`config.mk`:
```
export PLATFORM = sky130hd
export DESIGN_NAME = wg_barrier_pool
export DESIGN_NICKNAME = d
export VERILOG_FILES = /design/src/rtl/wgbar_pkg.sv /design/src/rtl/wgbar_ctrl.sv /design/src/rtl/wgbar_dp.sv /design/src/rtl/wg_barrier_pool.sv
export SDC_FILE = /design/constraint.sdc
export NUM_CORES = 1
export LEC_CHECK = 0
export BUFFER_PORTS_ARGS = -buffer_cell sky130_fd_sc_hd__clkbuf_2
export CORE_UTILIZATION = 45
export CTS_CLUSTER_DIAMETER = 150
export DETAILED_ROUTE_END_ITERATION = 7
export GPL_TIMING_DRIVEN = 0
export HOLD_SLACK_MARGIN = 0.02
export PLACE_DENSITY = 0.66
export SLEW_MARGIN = 20
export SYNTH_ARGS = -nofsm -noshare
export SYNTH_HDL_FRONTEND = slang
export SYNTH_SLANG_ARGS = --single-unit
```
`constraint.sdc`:
```
create_clock -name clk -period 2.9 [get_ports clk]
set_clock_uncertainty 0.2 [all_clocks]
set_input_delay 0.29 -clock clk [delete_from_list [all_inputs] [get_ports clk]]
set_output_delay 0.29 -clock clk [all_outputs]
set_load 0.02 [all_outputs]
```
`src/rtl/wgbar_pkg.sv`:
```
package wgbar_pkg;
  // Per-slot strobes from the command decoder to the slot datapath
  typedef struct packed {
    logic take;    // allocate this slot
    logic drop;    // return this slot to the pool
    logic leave;   // one participant exits
    logic arrive;  // one participant arrives
  } slotCmd_t;
endpackage

```
`src/rtl/wgbar_ctrl.sv`:
```
module wgbar_ctrl
  import wgbar_pkg::*;
#(
  parameter int NUM_SLOTS = 4,
  parameter int ID_W      = 3,
  parameter int BLK_W     = 8
) (
  input  logic                          clk,
  input  logic                          rstN,
  input  logic                          allocReq,
  input  logic                          arriveVld,
  input  logic [ID_W-1:0]               arriveId,
  input  logic                          exitVld,
  input  logic [ID_W-1:0]               exitId,
  input  logic                          freeVld,
  input  logic [ID_W-1:0]               freeId,
  input  logic [NUM_SLOTS-1:0]          slotBusy,
  output slotCmd_t [NUM_SLOTS-1:0]      cmd,
  output logic                          allocGrant,
  output logic [ID_W-1:0]               allocId,
  output logic                          noneFree,
  output logic [BLK_W-1:0]              blockedCount,
  output logic                          decodeErr
);

  function automatic logic inRange(input logic [ID_W-1:0] id);
    return id < ID_W'(NUM_SLOTS);
  endfunction

  function automatic logic busyAt(input logic [ID_W-1:0] id,
                                  input logic [NUM_SLOTS-1:0] b);
    logic r;
    r = 1'b0;
    for (int i = 0; i < NUM_SLOTS; i++)
      if (id == ID_W'(i)) r = b[i];
    return r;
  endfunction

  logic            anyFree;
  logic [ID_W-1:0] pick;
  logic            freeOk, exitOk, arrOk;

  // lowest free slot wins
  always_comb begin
    anyFree = 1'b0;
    pick    = '0;
    for (int i = NUM_SLOTS-1; i >= 0; i--) begin
      if (!slotBusy[i]) begin
        anyFree = 1'b1;
        pick    = ID_W'(i);
      end
    end
  end

  assign noneFree   = !anyFree;
  assign allocGrant = allocReq && anyFree;
  assign allocId    = pick;

  always_comb begin
    freeOk = freeVld && inRange(freeId) && busyAt(freeId, slotBusy);
    exitOk = exitVld && inRange(exitId) && busyAt(exitId, slotBusy)
             && !(freeOk && (freeId == exitId));
    arrOk  = arriveVld && inRange(arriveId) && busyAt(arriveId, slotBusy)
             && !(freeOk && (freeId == arriveId));
    decodeErr = (freeVld && !freeOk) || (exitVld && !exitOk)
                || (arriveVld && !arrOk);
  end

  for (genvar i = 0; i < NUM_SLOTS; i++) begin : g_strb
    assign cmd[i].take   = allocGrant && (pick == ID_W'(i));
    assign cmd[i].drop   = freeOk && (freeId == ID_W'(i));
    assign cmd[i].leave  = exitOk && (exitId == ID_W'(i));
    assign cmd[i].arrive = arrOk && (arriveId == ID_W'(i));


    drop_wins_chk: assert property (@(posedge clk) disable iff (!rstN)
      !(cmd[i].drop && (cmd[i].arrive || cmd[i].leave)));
  end

  always_ff @(posedge clk) begin
    if (!rstN)
      blockedCount <= '0;
    else if (allocReq && !anyFree && (blockedCount != '1))
      blockedCount <= blockedCount + BLK_W'(1);
  end


  grant_free_slot_chk: assert property (@(posedge clk) disable iff (!rstN)
    allocGrant |-> !busyAt(allocId, slotBusy));


  none_free_chk: assert property (@(posedge clk) disable iff (!rstN)
    noneFree |-> !allocGrant);


  blocked_step_chk: assert property (@(posedge clk) disable iff (!rstN)
    (allocReq && noneFree && (blockedCount != '1))
      |=> (blockedCount == $past(blockedCount) + BLK_W'(1)));

endmodule

```
`src/rtl/wgbar_dp.sv`:
```
module wgbar_dp
  import wgbar_pkg::*;
#(
  parameter int NUM_SLOTS = 4,
  parameter int CNT_W     = 4
) (
  input  logic                     clk,
  input  logic                     rstN,
  input  slotCmd_t [NUM_SLOTS-1:0] cmd,
  input  logic [CNT_W-1:0]         allocCount,
  input  logic                     decodeErr,
  output logic [NUM_SLOTS-1:0]     slotBusy,
  output logic [NUM_SLOTS-1:0]     releasePulse,
  output logic                     errPulse
);

  logic [NUM_SLOTS-1:0] slotErr;

  for (genvar i = 0; i < NUM_SLOTS; i++) begin : g_slot
    logic             busyQ, relQ;
    logic [CNT_W-1:0] maxQ, arrQ, maxN, arrN;
    logic             leaveErr, arrErr, hit;

    // exit is applied before arrival
    always_comb begin
      leaveErr = cmd[i].leave && (maxQ == '0);
      maxN     = (cmd[i].leave && !leaveErr) ? maxQ - CNT_W'(1) : maxQ;
      arrErr   = cmd[i].arrive && (arrQ == maxN);
      arrN     = (cmd[i].arrive && !arrErr) ? arrQ + CNT_W'(1) : arrQ;
      hit      = ((cmd[i].leave && !leaveErr) || (cmd[i].arrive && !arrErr))
                 && (arrN == maxN) && (maxN != '0);
    end

    always_ff @(posedge clk) begin
      if (!rstN) begin
        busyQ <= 1'b0;
        maxQ  <= '0;
        arrQ  <= '0;
        relQ  <= 1'b0;
      end else if (cmd[i].drop) begin
        busyQ <= 1'b0;
        maxQ  <= '0;
        arrQ  <= '0;
        relQ  <= 1'b0;
      end else if (cmd[i].take) begin
        busyQ <= 1'b1;
        maxQ  <= allocCount;
        arrQ  <= '0;
        relQ  <= 1'b0;
      end else begin
        maxQ  <= maxN;
        arrQ  <= hit ? '0 : arrN;
        relQ  <= hit;
      end
    end

    assign slotBusy[i]     = busyQ;
    assign releasePulse[i] = relQ;
    assign slotErr[i]      = leaveErr || arrErr;


    arr_below_max_chk: assert property (@(posedge clk) disable iff (!rstN)
      (maxQ == '0) ? (arrQ == '0) : (arrQ < maxQ));


    rel_clears_count_chk: assert property (@(posedge clk) disable iff (!rstN)
      relQ |-> (arrQ == '0) && busyQ);


    free_clears_chk: assert property (@(posedge clk) disable iff (!rstN)
      cmd[i].drop |=> !busyQ && (maxQ == '0));


    take_sets_chk: assert property (@(posedge clk) disable iff (!rstN)
      cmd[i].take |=> busyQ && (arrQ == '0) && (maxQ == $past(allocCount)));
  end

  always_ff @(posedge clk) begin
    if (!rstN) errPulse <= 1'b0;
    else       errPulse <= decodeErr || (|slotErr);
  end

endmodule

```
`src/rtl/wg_barrier_pool.sv`:
```
module wg_barrier_pool
  import wgbar_pkg::*;
#(
  parameter int NUM_SLOTS = 4,
  parameter int CNT_W     = 4,
  parameter int BLK_W     = 8,
  localparam int ID_W     = $clog2(NUM_SLOTS + 1)
) (
  input  logic                 clk,
  input  logic                 rstN,
  input  logic                 allocReq,
  input  logic [CNT_W-1:0]     allocCount,
  output logic                 allocGrant,
  output logic [ID_W-1:0]      allocId,
  output logic                 noneFree,
  input  logic                 arriveVld,
  input  logic [ID_W-1:0]      arriveId,
  input  logic                 exitVld,
  input  logic [ID_W-1:0]      exitId,
  input  logic                 freeVld,
  input  logic [ID_W-1:0]      freeId,
  output logic [NUM_SLOTS-1:0] slotBusy,
  output logic [NUM_SLOTS-1:0] releasePulse,
  output logic                 errPulse,
  output logic [BLK_W-1:0]     blockedCount
);

  slotCmd_t [NUM_SLOTS-1:0] cmd;
  logic                     decodeErr;

  wgbar_ctrl #(.NUM_SLOTS(NUM_SLOTS), .ID_W(ID_W), .BLK_W(BLK_W)) u_ctrl (
    .clk(clk), .rstN(rstN), .allocReq(allocReq),
    .arriveVld(arriveVld), .arriveId(arriveId),
    .exitVld(exitVld), .exitId(exitId),
    .freeVld(freeVld), .freeId(freeId),
    .slotBusy(slotBusy), .cmd(cmd),
    .allocGrant(allocGrant), .allocId(allocId), .noneFree(noneFree),
    .blockedCount(blockedCount), .decodeErr(decodeErr)
  );

  wgbar_dp #(.NUM_SLOTS(NUM_SLOTS), .CNT_W(CNT_W)) u_dp (
    .clk(clk), .rstN(rstN), .cmd(cmd), .allocCount(allocCount),
    .decodeErr(decodeErr), .slotBusy(slotBusy),
    .releasePulse(releasePulse), .errPulse(errPulse)
  );

endmodule

```
Yosys cells after proc, flatten, opt, wreduce, memory -nomap -nowiden
Index checks and enable logic that the tools add are counted.
- output and inout port bits: 22
- register bits after elaboration: 49
- input port bits: 19
- logic and storage cells: 192
- eq/ne operators: 23
- bitwise logic cells: 1
- mux-type cells: 32
- $lt $le $gt $ge: 3
- reductions and logical operators: 106
- add/subtract/negate cells: 9
- operators by type and width (kind ; number):
    $logic_and 1x1->1 ; 56
    $mux 4 ; 12
    $eq 4x4->1 ; 8
    $reduce_or 4->1 ; 5
    $eq 3x2->1 const B ; 6
    $add 4x1->4 const B ; 4
    $logic_not 4->1 ; 4
    $mux 1 ; 16
    $reduce_bool 4->1 ; 4
    $sub 4x1->4 const B ; 4
    $logic_not 1->1 ; 14
    $logic_not 3->1 ; 4
    $reduce_or 3->1 ; 4
    $logic_or 1x1->1 ; 11
    $eq 3x1->1 const B ; 3
    $lt 3x3->1 const B ; 3
    $add 8x1->8 const B ; 1
    $mux 2 ; 4
    $ne 8x8->1 const B ; 1
    $reduce_or 2->1 ; 4
    $eq 3x3->1 ; 2
    $eq 2x2->1 const B ; 2
    $eq 2x1->1 const B ; 1
    $not 1->1 ; 1

Longest topological paths before layout
Gate-level depths: netlist (run 1).
- depth after elaboration: 23
- mapped depth: 12
- gate-level depth less buffers: 11

By module
A second synthesis (run 1) with hierarchy kept.
- cell total of the unflattened synthesis: 528
- area total of the unflattened synthesis: 4220.3 sq um
- modules (own cells, without submodules) (module ; area each (sq um) ; seq. area each (sq um) ; cells each ; times used):
    wgbar_dp ; 3318.2 ; 820.8 ; 412 ; 1
    wgbar_ctrl ; 902.1 ; 160.2 ; 116 ; 1

Least setup slack after synthesis (run 1)
No wires, ideal clock.
- path kind: reg-to-reg
- start: register u_dp.g_slot[2].maxQ[0]
- end: register u_dp.g_slot[2].relQ
- path slack: -0.126 ns
- cell stages (with the launch flop): 11
- path buffers: 1
- data required time: 2.640 ns
- arrival: 2.767 ns
- setup time: 0.060 ns
- clock period less this slack: 3.026 ns
- cells stage by stage: dfxtp_1 -> clkbuf_1 -> inv_1 -> ha_1 -> and3_1 -> a211oi_4 -> mux2i_1 -> xnor2_1 -> a21oi_1 -> a211oi_2 -> and2_1
- cells in the longest elaborated chain, start to end: 13
- elaborated cells on any way between the ends: 16
- classes of those cells: add/sub (1); eq/ne (2); mux (2); reduce/logical (11)
- ends and longest elaborated chain (what ; RTL line ; RTL):
    from (decl) ; wgbar_dp.sv:21 ; logic [CNT_W-1:0] maxQ, arrQ, maxN, arrN;
    from (signal assigned) ; wgbar_dp.sv:47 ; maxQ <= allocCount;
    from (signal assigned) ; wgbar_dp.sv:51 ; maxQ <= maxN;
    parallel branches: the longest is 12 deep, another holds $sub 4x1->4 ; - ;
    $logic_and 1x1->1 (*) ; wgbar_dp.sv:31 ; && (arrN == maxN) && (maxN != '0);
    to (signal assigned) ; wgbar_dp.sv:53 ; relQ <= hit;
    to (decl) ; wgbar_dp.sv:20 ; logic busyQ, relQ;
Mark *: on every way between the ends.
A chain may end at the register's enable or synchronous reset.

Worst setup path after layout (run 1)
Ends and elaborated chain as after synthesis.

==> results of run 1 <==
==> per-stage QoR <==
stage | area, um^2 | setup TNS [ns] | util [%] | setup WS, ns
6_report | 5070 | -0.122 | 58.1 | -0.0373
5_1_grt | 5070 | -1.04 | 58.1 | -0.136
4_1_cts | 4700 | 0 | 53.9 | 0.00578
3_5_place_dp | 4390 | -6.53 | 50.4 | -0.415
3_3_place_gp | 4390 | -5.26 | 50.4 | -0.414
2_1_floorplan | 4080 | 0 | - | 0.0207
==> state kept, by name, indices dropped and copies added, names as in the netlist <==
signal	count
u_dp.errPulse	1
u_dp.g_slot.maxQ	16
u_dp.g_slot.busyQ	4
u_dp.g_slot.relQ	4
u_dp.g_slot.arrQ	16
u_ctrl.blockedCount	8
==> cell families (layout without fill, tap and decap cells) <==
| logic type | count (synthesis) | count (layout) |
|---|---|---|
| flops | 49 | 49 |
| mux | 19 | 19 |
| simple gates | 205 | 205 |
| fa+ha+maj | 9 | 9 |
| buf+inv | 43 | 119 |
| compound gates | 129 | 129 |
| other cells | 1 | 1 |
| xor+xnor | 54 | 54 |
==> critical path, stage by stage (launching register included) <==
cell,delay (ns)
sky130_fd_sc_hd__dfxtp_4,0.38
sky130_fd_sc_hd__inv_2,0.08
sky130_fd_sc_hd__ha_2,0.19
sky130_fd_sc_hd__and3_4,0.21
sky130_fd_sc_hd__a211oi_4,0.05
sky130_fd_sc_hd__buf_6,0.14
sky130_fd_sc_hd__buf_6,0.11
sky130_fd_sc_hd__or4_4,0.52
sky130_fd_sc_hd__o311a_4,0.15
sky130_fd_sc_hd__a21oi_4,0.22
sky130_fd_sc_hd__o22ai_2,0.12
sky130_fd_sc_hd__a211oi_2,0.22
sky130_fd_sc_hd__buf_4,0.18
sky130_fd_sc_hd__and2_1,0.12
==> power by group <==
| part | internal [mW] | switching (mW) | leakage (nW) |
|---|---|---|---|
| combinational | 0.136 | 0.190 | 1.46 |
| sequential | 0.683 | 0.0226 | 0.403 |
| clock | 0.173 | 0.241 | 0.0456 |
| total | 0.992 | 0.453 | 1.91 |
==> repair_timing <==
item,in CTS,in global routing
gates resized for setup,29,52
buffers inserted,15,22
endpoints found under the setup margin,21,21
pin swaps,11,23
gates cloned,1,0
endpoints found under the hold margin,0,0
==> per-layer routing <==
metal | GRT usage (%) | vias to the layer above
li1 | - | 1992
met1 | 28.4 | 1833
met2 | 38.5 | 85
met3 | 3.24 | 18
met4 | 7.58 | 0
met5 | 0 | -
==> final cells by class <==
type | count | area [um^2]
fill | 772 | 3650
multi-input combinational | 417 | 3160
sequential | 49 | 1010
timing repair buffer | 73 | 480
tap | 108 | 135
buffer | 19 | 121
clock buffer | 6 | 72.6
inverter | 19 | 71.3
clock inverter | 2 | 13.8
==> final timing paths <==
check	to	cells after the start	slack (ns)	start
setup reg to reg	u_dp.g_slot[2].relQ	13	-0.04	u_dp.g_slot[2].maxQ[0]
hold reg to reg	u_ctrl.blockedCount[7]	2	0.33	u_ctrl.blockedCount[7]
setup / recovery	u_dp.g_slot[2].relQ	13	-0.04	u_dp.g_slot[2].maxQ[0]
hold / removal	u_dp.g_slot[1].maxQ[2]	3	0.14	allocCount[2]
==> cell usage in the layout (no fill, tap or decap), types with 4 or more instances in the layout <==
master and instances:
sky130_fd_sc_hd__clkbuf_2 33, sky130_fd_sc_hd__dfxtp_4 6, sky130_fd_sc_hd__and3_1 4, sky130_fd_sc_hd__and2_1 15, sky130_fd_sc_hd__buf_4 43, sky130_fd_sc_hd__inv_1 17
sky130_fd_sc_hd__or3_1 5, sky130_fd_sc_hd__nor3b_1 6, sky130_fd_sc_hd__nand2_1 39, sky130_fd_sc_hd__nand4_1 11, sky130_fd_sc_hd__ha_1 7, sky130_fd_sc_hd__nor2_1 42
sky130_fd_sc_hd__nor3_1 16, sky130_fd_sc_hd__clkbuf_8 5, sky130_fd_sc_hd__nand3_1 12, sky130_fd_sc_hd__xor2_1 17, sky130_fd_sc_hd__nand2b_1 10, sky130_fd_sc_hd__o2111ai_1 4
sky130_fd_sc_hd__xnor2_1 34, sky130_fd_sc_hd__a21oi_4 4, sky130_fd_sc_hd__a211oi_1 16, sky130_fd_sc_hd__o21ai_0 17, sky130_fd_sc_hd__o21a_1 5, sky130_fd_sc_hd__buf_6 4
sky130_fd_sc_hd__a31oi_1 7, sky130_fd_sc_hd__o31ai_1 5, sky130_fd_sc_hd__nor2b_1 12, sky130_fd_sc_hd__clkbuf_1 7, sky130_fd_sc_hd__a21oi_1 18, sky130_fd_sc_hd__dfxtp_2 4
sky130_fd_sc_hd__a211oi_2 5, sky130_fd_sc_hd__mux2i_1 10, sky130_fd_sc_hd__dfxtp_1 39, sky130_fd_sc_hd__nor3_2 7
==> impl_results.html, run 1 <==
<table>
<tr><th>Metric</th><th>Value</th></tr>
<tr><th colspan="2">Status</th></tr>
<tr><td>Run status</td><td>finished, violations left</td></tr>
<tr><td>Violations in the final reports</td><td>setup timing</td></tr>
<tr><th colspan="2">Synth</th></tr>
<tr><td>Post-Syn Instances</td><td>around 510</td></tr>
<tr><td>Synth Flop Type</td><td>sky130_fd_sc_hd__dfxtp_1</td></tr>
<tr><td>Cell taking the most area after synthesis</td><td>sky130_fd_sc_hd__dfxtp_1</td></tr>
<tr><td>Number of synthesized flops with an enable pin</td><td>0</td></tr>
<tr><td>Simple-gate share of the synthesized area</td><td>26.6%</td></tr>
<tr><td>Multiplexer share of the synthesized area</td><td>around 5.7%</td></tr>
<tr><td>Nets in the synthesized netlist</td><td>537</td></tr>
<tr><td>Most instantiated library cell after synthesis</td><td>sky130_fd_sc_hd__dfxtp_1</td></tr>
<tr><td>Share of synthesized flip-flops with an asynchronous set or reset</td><td>0%</td></tr>
<tr><td>Seq cells post-synth</td><td>49</td></tr>
<tr><td>Top cells by area in the synthesized netlist</td><td>sky130_fd_sc_hd__dfxtp_1, sky130_fd_sc_hd__xnor2_1, sky130_fd_sc_hd__nor2_1, sky130_fd_sc_hd__xor2_1, sky130_fd_sc_hd__nand2_1</td></tr>
<tr><td>XOR/XNOR share of the synthesized area</td><td>12.0%</td></tr>
<tr><td>Count of cell types in the netlist</td><td>69</td></tr>
<tr><td>Netlist Area Pre-Place</td><td>roughly 0.004 mm^2</td></tr>
<tr><td>Warnings, synthesis</td><td>0</td></tr>
<tr><td>Post-synthesis compound-gate area fraction</td><td>a little under a quarter</td></tr>
<tr><td>Average cell area after synthesis</td><td>8.00 um^2</td></tr>
<tr><td>Area share of the largest cell type after synthesis</td><td>around 24%</td></tr>
<tr><td>Combinational family with the most area after synthesis</td><td>simple AND/OR/NAND/NOR gates</td></tr>
<tr><td>Area share of fa/ha/maj cells after synthesis</td><td>under 10%</td></tr>
<tr><td>Top post-synthesis cells by count</td><td>sky130_fd_sc_hd__dfxtp_1, sky130_fd_sc_hd__nor2_1, sky130_fd_sc_hd__nand2_1</td></tr>
<tr><td>Share of the yosys chip area belonging to registers</td><td>approximately a quarter</td></tr>
<tr><th colspan="2">Flow run</th></tr>
<tr><td>Reported max-cap violation count</td><td>0</td></tr>
<tr><th colspan="2">Timing</th></tr>
<tr><td>Slew at the pin closest to its max-slew limit</td><td>about 0.81 ns</td></tr>
<tr><td>Final number of hold-violating endpoints</td><td>0</td></tr>
<tr><td>Max-slew headroom</td><td>between 40% and 50%</td></tr>
<tr><td>Final Max Tran Viols</td><td>0</td></tr>
<tr><td>Final Critical Period</td><td>2.94 ns</td></tr>
<tr><td>Worst hold slack</td><td>around 0.14 ns</td></tr>
<tr><td>Fin crit share</td><td>101%</td></tr>
<tr><td>Post-route setup slack</td><td>-0.0373 ns</td></tr>
<tr><td>Achievable clock frequency</td><td>0.340 GHz</td></tr>
<tr><td>Setup Viol. Count Final</td><td>5</td></tr>
<tr><td>Setup repair after global routing missed its margin</td><td>yes</td></tr>
<tr><th colspan="2">Routing</th></tr>
<tr><td>Detail Route Antenna Nets</td><td>0</td></tr>
<tr><td>Top routing layer used</td><td>met4</td></tr>
<tr><td>Routed WL</td><td>10800 um</td></tr>
<tr><td>Detailed Route Iter0 Violations</td><td>between 150 and 200</td></tr>
<tr><td>DR vias/cell</td><td>5.67</td></tr>
<tr><td>TritonRoute pass-1 iters</td><td>4</td></tr>
<tr><td>Detailed-routed wire length on met3</td><td>between 400 and 500 um</td></tr>
<tr><td>DRC viols</td><td>0</td></tr>
<tr><td>Wire length on met2</td><td>a little over 5000 um</td></tr>
<tr><td>Average wire per cell in the routed design</td><td>15.5 um</td></tr>
<tr><td>Metal1 wirelength</td><td>5000 um</td></tr>
<tr><td>Via count</td><td>~3900</td></tr>
<tr><th colspan="2">Layout</th></tr>
<tr><td>Fraction of final layout cells sized beyond drive strength 1</td><td>30.3%</td></tr>
<tr><td>Count of inserted antenna diode cells</td><td>0</td></tr>
<tr><td>Nets</td><td>~610</td></tr>
<tr><td>Non-filler cells in the finished layout</td><td>slightly below 700</td></tr>
<tr><td>Layout overhead on the synthesized area</td><td>24.4%</td></tr>
<tr><th colspan="2">Clock network</th></tr>
<tr><td>Root buf cell</td><td>sky130_fd_sc_hd__clkbuf_8</td></tr>
<tr><td>CTS hold repair buffers</td><td>0</td></tr>
<tr><td>Clk Latency, worst-skew pair</td><td>about 0.31 ns</td></tr>
<tr><td># clock sinks</td><td>49</td></tr>
<tr><td>CTS tree</td><td>done</td></tr>
<tr><td>Clock transition at the register clock pins on the worst setup and hold paths after CTS</td><td>roughly 0.1 ns</td></tr>
<tr><td>Num CTS Buffers</td><td>5</td></tr>
<tr><td>H-tree levels</td><td>2</td></tr>
<tr><td>Number of buffers on the longest clock path</td><td>2</td></tr>
<tr><th colspan="2">Power and ir drop</th></tr>
<tr><td>Power per Cell Area</td><td>285 mW/mm^2</td></tr>
<tr><td>Maximum vdd drop</td><td>0.216 mV</td></tr>
<tr><td>LEAKAGE</td><td>1.91 nW</td></tr>
<tr><td>Power, Total</td><td>roughly 1.4 mW</td></tr>
<tr><th colspan="2">Min path</th></tr>
<tr><td>Class of the tightest hold or removal check</td><td>in -&gt; reg</td></tr>
<tr><th colspan="2">Global routing</th></tr>
<tr><td>Wire length of the first global-routing pass</td><td>17400 um</td></tr>
<tr><td>GRT Overall Usage</td><td>between 20 and 25%</td></tr>
<tr><td>Number of global-route vias before repair</td><td>about 3700</td></tr>
<tr><td>Number of antenna violations at the first check in global routing</td><td>0</td></tr>
<tr><td>Largest net degree at the start of global routing</td><td>16</td></tr>
<tr><td>Total global routing overflow</td><td>0</td></tr>
<tr><th colspan="2">Die</th></tr>
<tr><td>Total I/O pin count</td><td>41</td></tr>
<tr><td>Placeable core region</td><td>roughly 0.0087 mm^2</td></tr>
<tr><td>Die area</td><td>0.00943 mm^2</td></tr>
<tr><td>Horizontal die dimension</td><td>97.1 um</td></tr>
<tr><td>Starting density of the core</td><td>a little under half</td></tr>
<tr><td>Vertical extent of the die</td><td>around 97 um</td></tr>
<tr><td>Site row count</td><td>34</td></tr>
<tr><th colspan="2">Critical path</th></tr>
<tr><td>Crit-path max FO</td><td>5</td></tr>
<tr><td>Type of the setup path with the least slack</td><td>reg -&gt; reg</td></tr>
<tr><td>Category of the worst setup path launch point</td><td>flop</td></tr>
<tr><td>Crit end category</td><td>flop</td></tr>
<tr><td>Critical path arrival</td><td>approximately 3.0 ns</td></tr>
<tr><td>Required time at the worst-slack endpoint</td><td>approximately 3.0 ns</td></tr>
<tr><th colspan="2">Placed design</th></tr>
<tr><td>Gp weighted congestion</td><td>0.872</td></tr>
<tr><td>Detailed placement HPWL</td><td>7790 um</td></tr>
<tr><td>Number of port buffers</td><td>35</td></tr>
<tr><td>Cell Count Post-Placement</td><td>around 650</td></tr>
</table>
(Power assumes the default switching activity.)
==> run 2, diff against run 1 <==
CELL_PAD_IN_SITES_DETAIL_PLACEMENT = 0   (was not set)
CELL_PAD_IN_SITES_GLOBAL_PLACEMENT = 1   (was not set)
CORE_UTILIZATION = 41   (was 45)
PLACE_DENSITY = not set   (was 0.66)
PLACE_DENSITY_LB_ADDON = 0.1   (was not set)
==> run 2 against run 1 <==
- combinational power rose by 2%
- sequential share of layout area about the same
- total power increased by 6.8%
- maximum frequency rose by 0.56%
- non-clock buffer count shrank 8
- critical endpoint unchanged
- final cell count increased by 2.5%
- critical path type unchanged
- the run still ends with setup timing left
==> impl_results.html, run 2 (same netlist as run 1, synthesis figures left out) <==
<table>
<tr><th>Metric</th><th>Value</th></tr>
<tr><th colspan="2">Status</th></tr>
<tr><td>Run status</td><td>finished, violations left</td></tr>
<tr><td>Violations in the final reports</td><td>setup timing</td></tr>
<tr><th colspan="2">Routing</th></tr>
<tr><td>Average wire per cell in the routed design</td><td>around 16 um</td></tr>
<tr><td>DR vias/cell</td><td>5.44</td></tr>
<tr><td>Top routing layer used</td><td>met4</td></tr>
<tr><td>Detailed Route Iter0 Violations</td><td>141</td></tr>
<tr><td>Wire length on met2</td><td>roughly 5600 um</td></tr>
<tr><td>TritonRoute pass-1 iters</td><td>4</td></tr>
<tr><td>Detailed-routed wire length on met3</td><td>~330 um</td></tr>
<tr><td>Routed WL</td><td>approximately 11000 um</td></tr>
<tr><td>Via count</td><td>approximately 3900</td></tr>
<tr><td>Detail Route Antenna Nets</td><td>0</td></tr>
<tr><td>DRC viols</td><td>0</td></tr>
<tr><td>Metal1 wirelength</td><td>between 5000 and 6000 um</td></tr>
<tr><th colspan="2">Clock network</th></tr>
<tr><td>Num CTS Buffers</td><td>5</td></tr>
<tr><td>Number of buffers on the longest clock path</td><td>2</td></tr>
<tr><td>Clock transition at the register clock pins on the worst setup and hold paths after CTS</td><td>about 0.10 ns</td></tr>
<tr><td>CTS tree</td><td>done</td></tr>
<tr><td>CTS hold repair buffers</td><td>0</td></tr>
<tr><td>Root buf cell</td><td>sky130_fd_sc_hd__clkbuf_8</td></tr>
<tr><td>Clk Latency, worst-skew pair</td><td>~0.32 ns</td></tr>
<tr><td># clock sinks</td><td>49</td></tr>
<tr><td>H-tree levels</td><td>2</td></tr>
<tr><th colspan="2">Critical path</th></tr>
<tr><td>Category of the worst setup path launch point</td><td>flop</td></tr>
<tr><td>Crit end category</td><td>flop</td></tr>
<tr><td>Required time at the worst-slack endpoint</td><td>roughly 3.0 ns</td></tr>
<tr><td>Slowest cell delay on critical path</td><td>about 0.47 ns</td></tr>
<tr><td>Crit-path max FO</td><td>7</td></tr>
<tr><td>Type of the setup path with the least slack</td><td>reg -&gt; reg</td></tr>
<tr><td>Buffer and inverter count on the worst path</td><td>3</td></tr>
<tr><td>Critical path's top delay family</td><td>compound AO/OA/AOI/OAI gates</td></tr>
<tr><td>Critical path arrival</td><td>2.99 ns</td></tr>
<tr><td>CP max-delay cell</td><td>sky130_fd_sc_hd__or4_4</td></tr>
<tr><td>Chain of cells forming the critical path</td><td>buf_6 &gt; mux2i_4 &gt; o22ai_4 &gt; a211oi_4 &gt; buf_12 &gt; or4_4 &gt; o311a_4 &gt; a21oi_4 &gt; o22ai_2 &gt; a211oi_2 &gt; buf_4 &gt; and2_1</td></tr>
<tr><th colspan="2">Die</th></tr>
<tr><td>Placeable core region</td><td>0.00968 mm^2</td></tr>
<tr><td>Die area</td><td>0.0103 mm^2</td></tr>
<tr><td>Site row count</td><td>36</td></tr>
<tr><td>Horizontal die dimension</td><td>~100 um</td></tr>
<tr><td>Starting density of the core</td><td>between 40% and 50%</td></tr>
<tr><td>Vertical extent of the die</td><td>102 um</td></tr>
<tr><td>Total I/O pin count</td><td>41</td></tr>
<tr><th colspan="2">Layout</th></tr>
<tr><td>Nets</td><td>just over 600</td></tr>
<tr><td>Count of inserted antenna diode cells</td><td>0</td></tr>
<tr><td>Largest registers in the final layout</td><td>u_dp.g_slot.arrQ (16), u_dp.g_slot.maxQ (16), u_ctrl.blockedCount (8)</td></tr>
<tr><td>Highest-count cells in the layout ignoring fill and taps</td><td>sky130_fd_sc_hd__nor2_1, sky130_fd_sc_hd__dfxtp_1, sky130_fd_sc_hd__nand2_1</td></tr>
<tr><td>Final core utilization</td><td>52.3%</td></tr>
<tr><td>Most common library cell in the layout ignoring fill and taps</td><td>sky130_fd_sc_hd__nor2_1</td></tr>
<tr><td>Non-filler cells in the finished layout</td><td>a little over 700</td></tr>
<tr><td>Layout overhead on the synthesized area</td><td>24.5%</td></tr>
<tr><td>Fraction of final layout cells sized beyond drive strength 1</td><td>between 20 and 30%</td></tr>
<tr><th colspan="2">Placed design</th></tr>
<tr><td>Gp weighted congestion</td><td>~0.81</td></tr>
<tr><td>Cell Count Post-Placement</td><td>approximately 680</td></tr>
<tr><td>Detailed placement HPWL</td><td>8270 um</td></tr>
<tr><td>Number of port buffers</td><td>35</td></tr>
<tr><th colspan="2">Global routing</th></tr>
<tr><td>Number of antenna violations at the first check in global routing</td><td>0</td></tr>
<tr><td>Total global routing overflow</td><td>0</td></tr>
<tr><td>GRT Overall Usage</td><td>21.6%</td></tr>
<tr><td>Largest net degree at the start of global routing</td><td>16</td></tr>
<tr><td>Number of global-route vias before repair</td><td>roughly 3600</td></tr>
<tr><td>Wire length of the first global-routing pass</td><td>approximately 18000 um</td></tr>
<tr><th colspan="2">Timing</th></tr>
<tr><td>Setup repair after global routing missed its margin</td><td>yes</td></tr>
<tr><td>Post-route setup slack</td><td>-0.0211 ns</td></tr>
<tr><td>Final Critical Period</td><td>2.92 ns</td></tr>
<tr><td>Slew at the pin closest to its max-slew limit</td><td>0.820 ns</td></tr>
<tr><td>Max-slew headroom</td><td>roughly 45%</td></tr>
<tr><td>Fin crit share</td><td>101%</td></tr>
<tr><td>Setup Viol. Count Final</td><td>4</td></tr>
<tr><td>Achievable clock frequency</td><td>around 0.34 GHz</td></tr>
<tr><td>Final Max Tran Viols</td><td>0</td></tr>
<tr><td>Final number of hold-violating endpoints</td><td>0</td></tr>
<tr><th colspan="2">Flow run</th></tr>
<tr><td>Reported max-cap violation count</td><td>0</td></tr>
<tr><th colspan="2">Power and ir drop</th></tr>
<tr><td>Maximum vdd drop</td><td>between 0.15 and 0.2 mV</td></tr>
<tr><td>Power per Cell Area</td><td>304 mW/mm^2</td></tr>
<tr><td>Power, Total</td><td>1.54 mW</td></tr>
<tr><td>LEAKAGE</td><td>approximately 1.9 nW</td></tr>
<tr><th colspan="2">Min path</th></tr>
<tr><td>Class of the tightest hold or removal check</td><td>in -&gt; reg</td></tr>
</table>
run 2: cell type report:
class                      instances  area (um^2)
clock inverter                     2         38.8
clock buffer                       6         72.6
sequential                        49         1010
timing repair buffer              64          405
fill                             962         4620
multi-input combinational        417         3170
inverter                          19         71.3
buffer                            20          133
tap                              133          166
run 2: path summary, 6_finish.rpt:
kind	from	end	slack (ns)	cells past startpoint
worst min-delay path	allocCount[1]	u_dp.g_slot[1].maxQ[1]	0.12	3
worst min register to register	u_ctrl.blockedCount[7]	u_ctrl.blockedCount[7]	0.33	2
worst max register to register	u_dp.g_slot[0].busyQ	u_dp.g_slot[2].relQ	-0.02	12
worst max-delay path	u_dp.g_slot[0].busyQ	u_dp.g_slot[2].relQ	-0.02	12
run 2: stage by stage:
step	setup WS [ns]	hold WS, ns	instance area (um^2)	TNS (ns)
final	-0.0211	0.119	5070	-0.0433
after CTS	0.00178	0.111	4790	0
after detailed placement	-0.474	0.322	4430	-6.65
after floorplan	0.0207	0.234	4080	0
after global routing	-0.122	0.130	5070	-1.41
after global placement	-0.460	0.304	4430	-6.69
run 2: worst min-delay path, cell delays in order:
cell,delay (ns)
sky130_fd_sc_hd__clkbuf_2,0.14
sky130_fd_sc_hd__nor2_1,0.12
sky130_fd_sc_hd__a211oi_1,0.05
run 2: timing repair:
item	in CTS	in global routing
pin swaps	11	19
hold endpoints to repair	0	0
gates resized for setup	36	35
setup buffers	15	14
cloned	1	0
setup endpoints to repair	21	20
run 2: power by group:
part | internal, mW | switching, mW | leakage [nW] | total (mW)
clock | 0.259 | 0.246 | 0.0554 | 0.505
sequential | 0.683 | 0.0218 | 0.403 | 0.705
combinational | 0.139 | 0.194 | 1.42 | 0.333
run 2: routing by layer:
metal,global-route usage [%],vias up
met2,37.8,44
met1,27.3,1846
li1,-,1964
met3,3.31,9
met4,6.35,0
met5,0,-
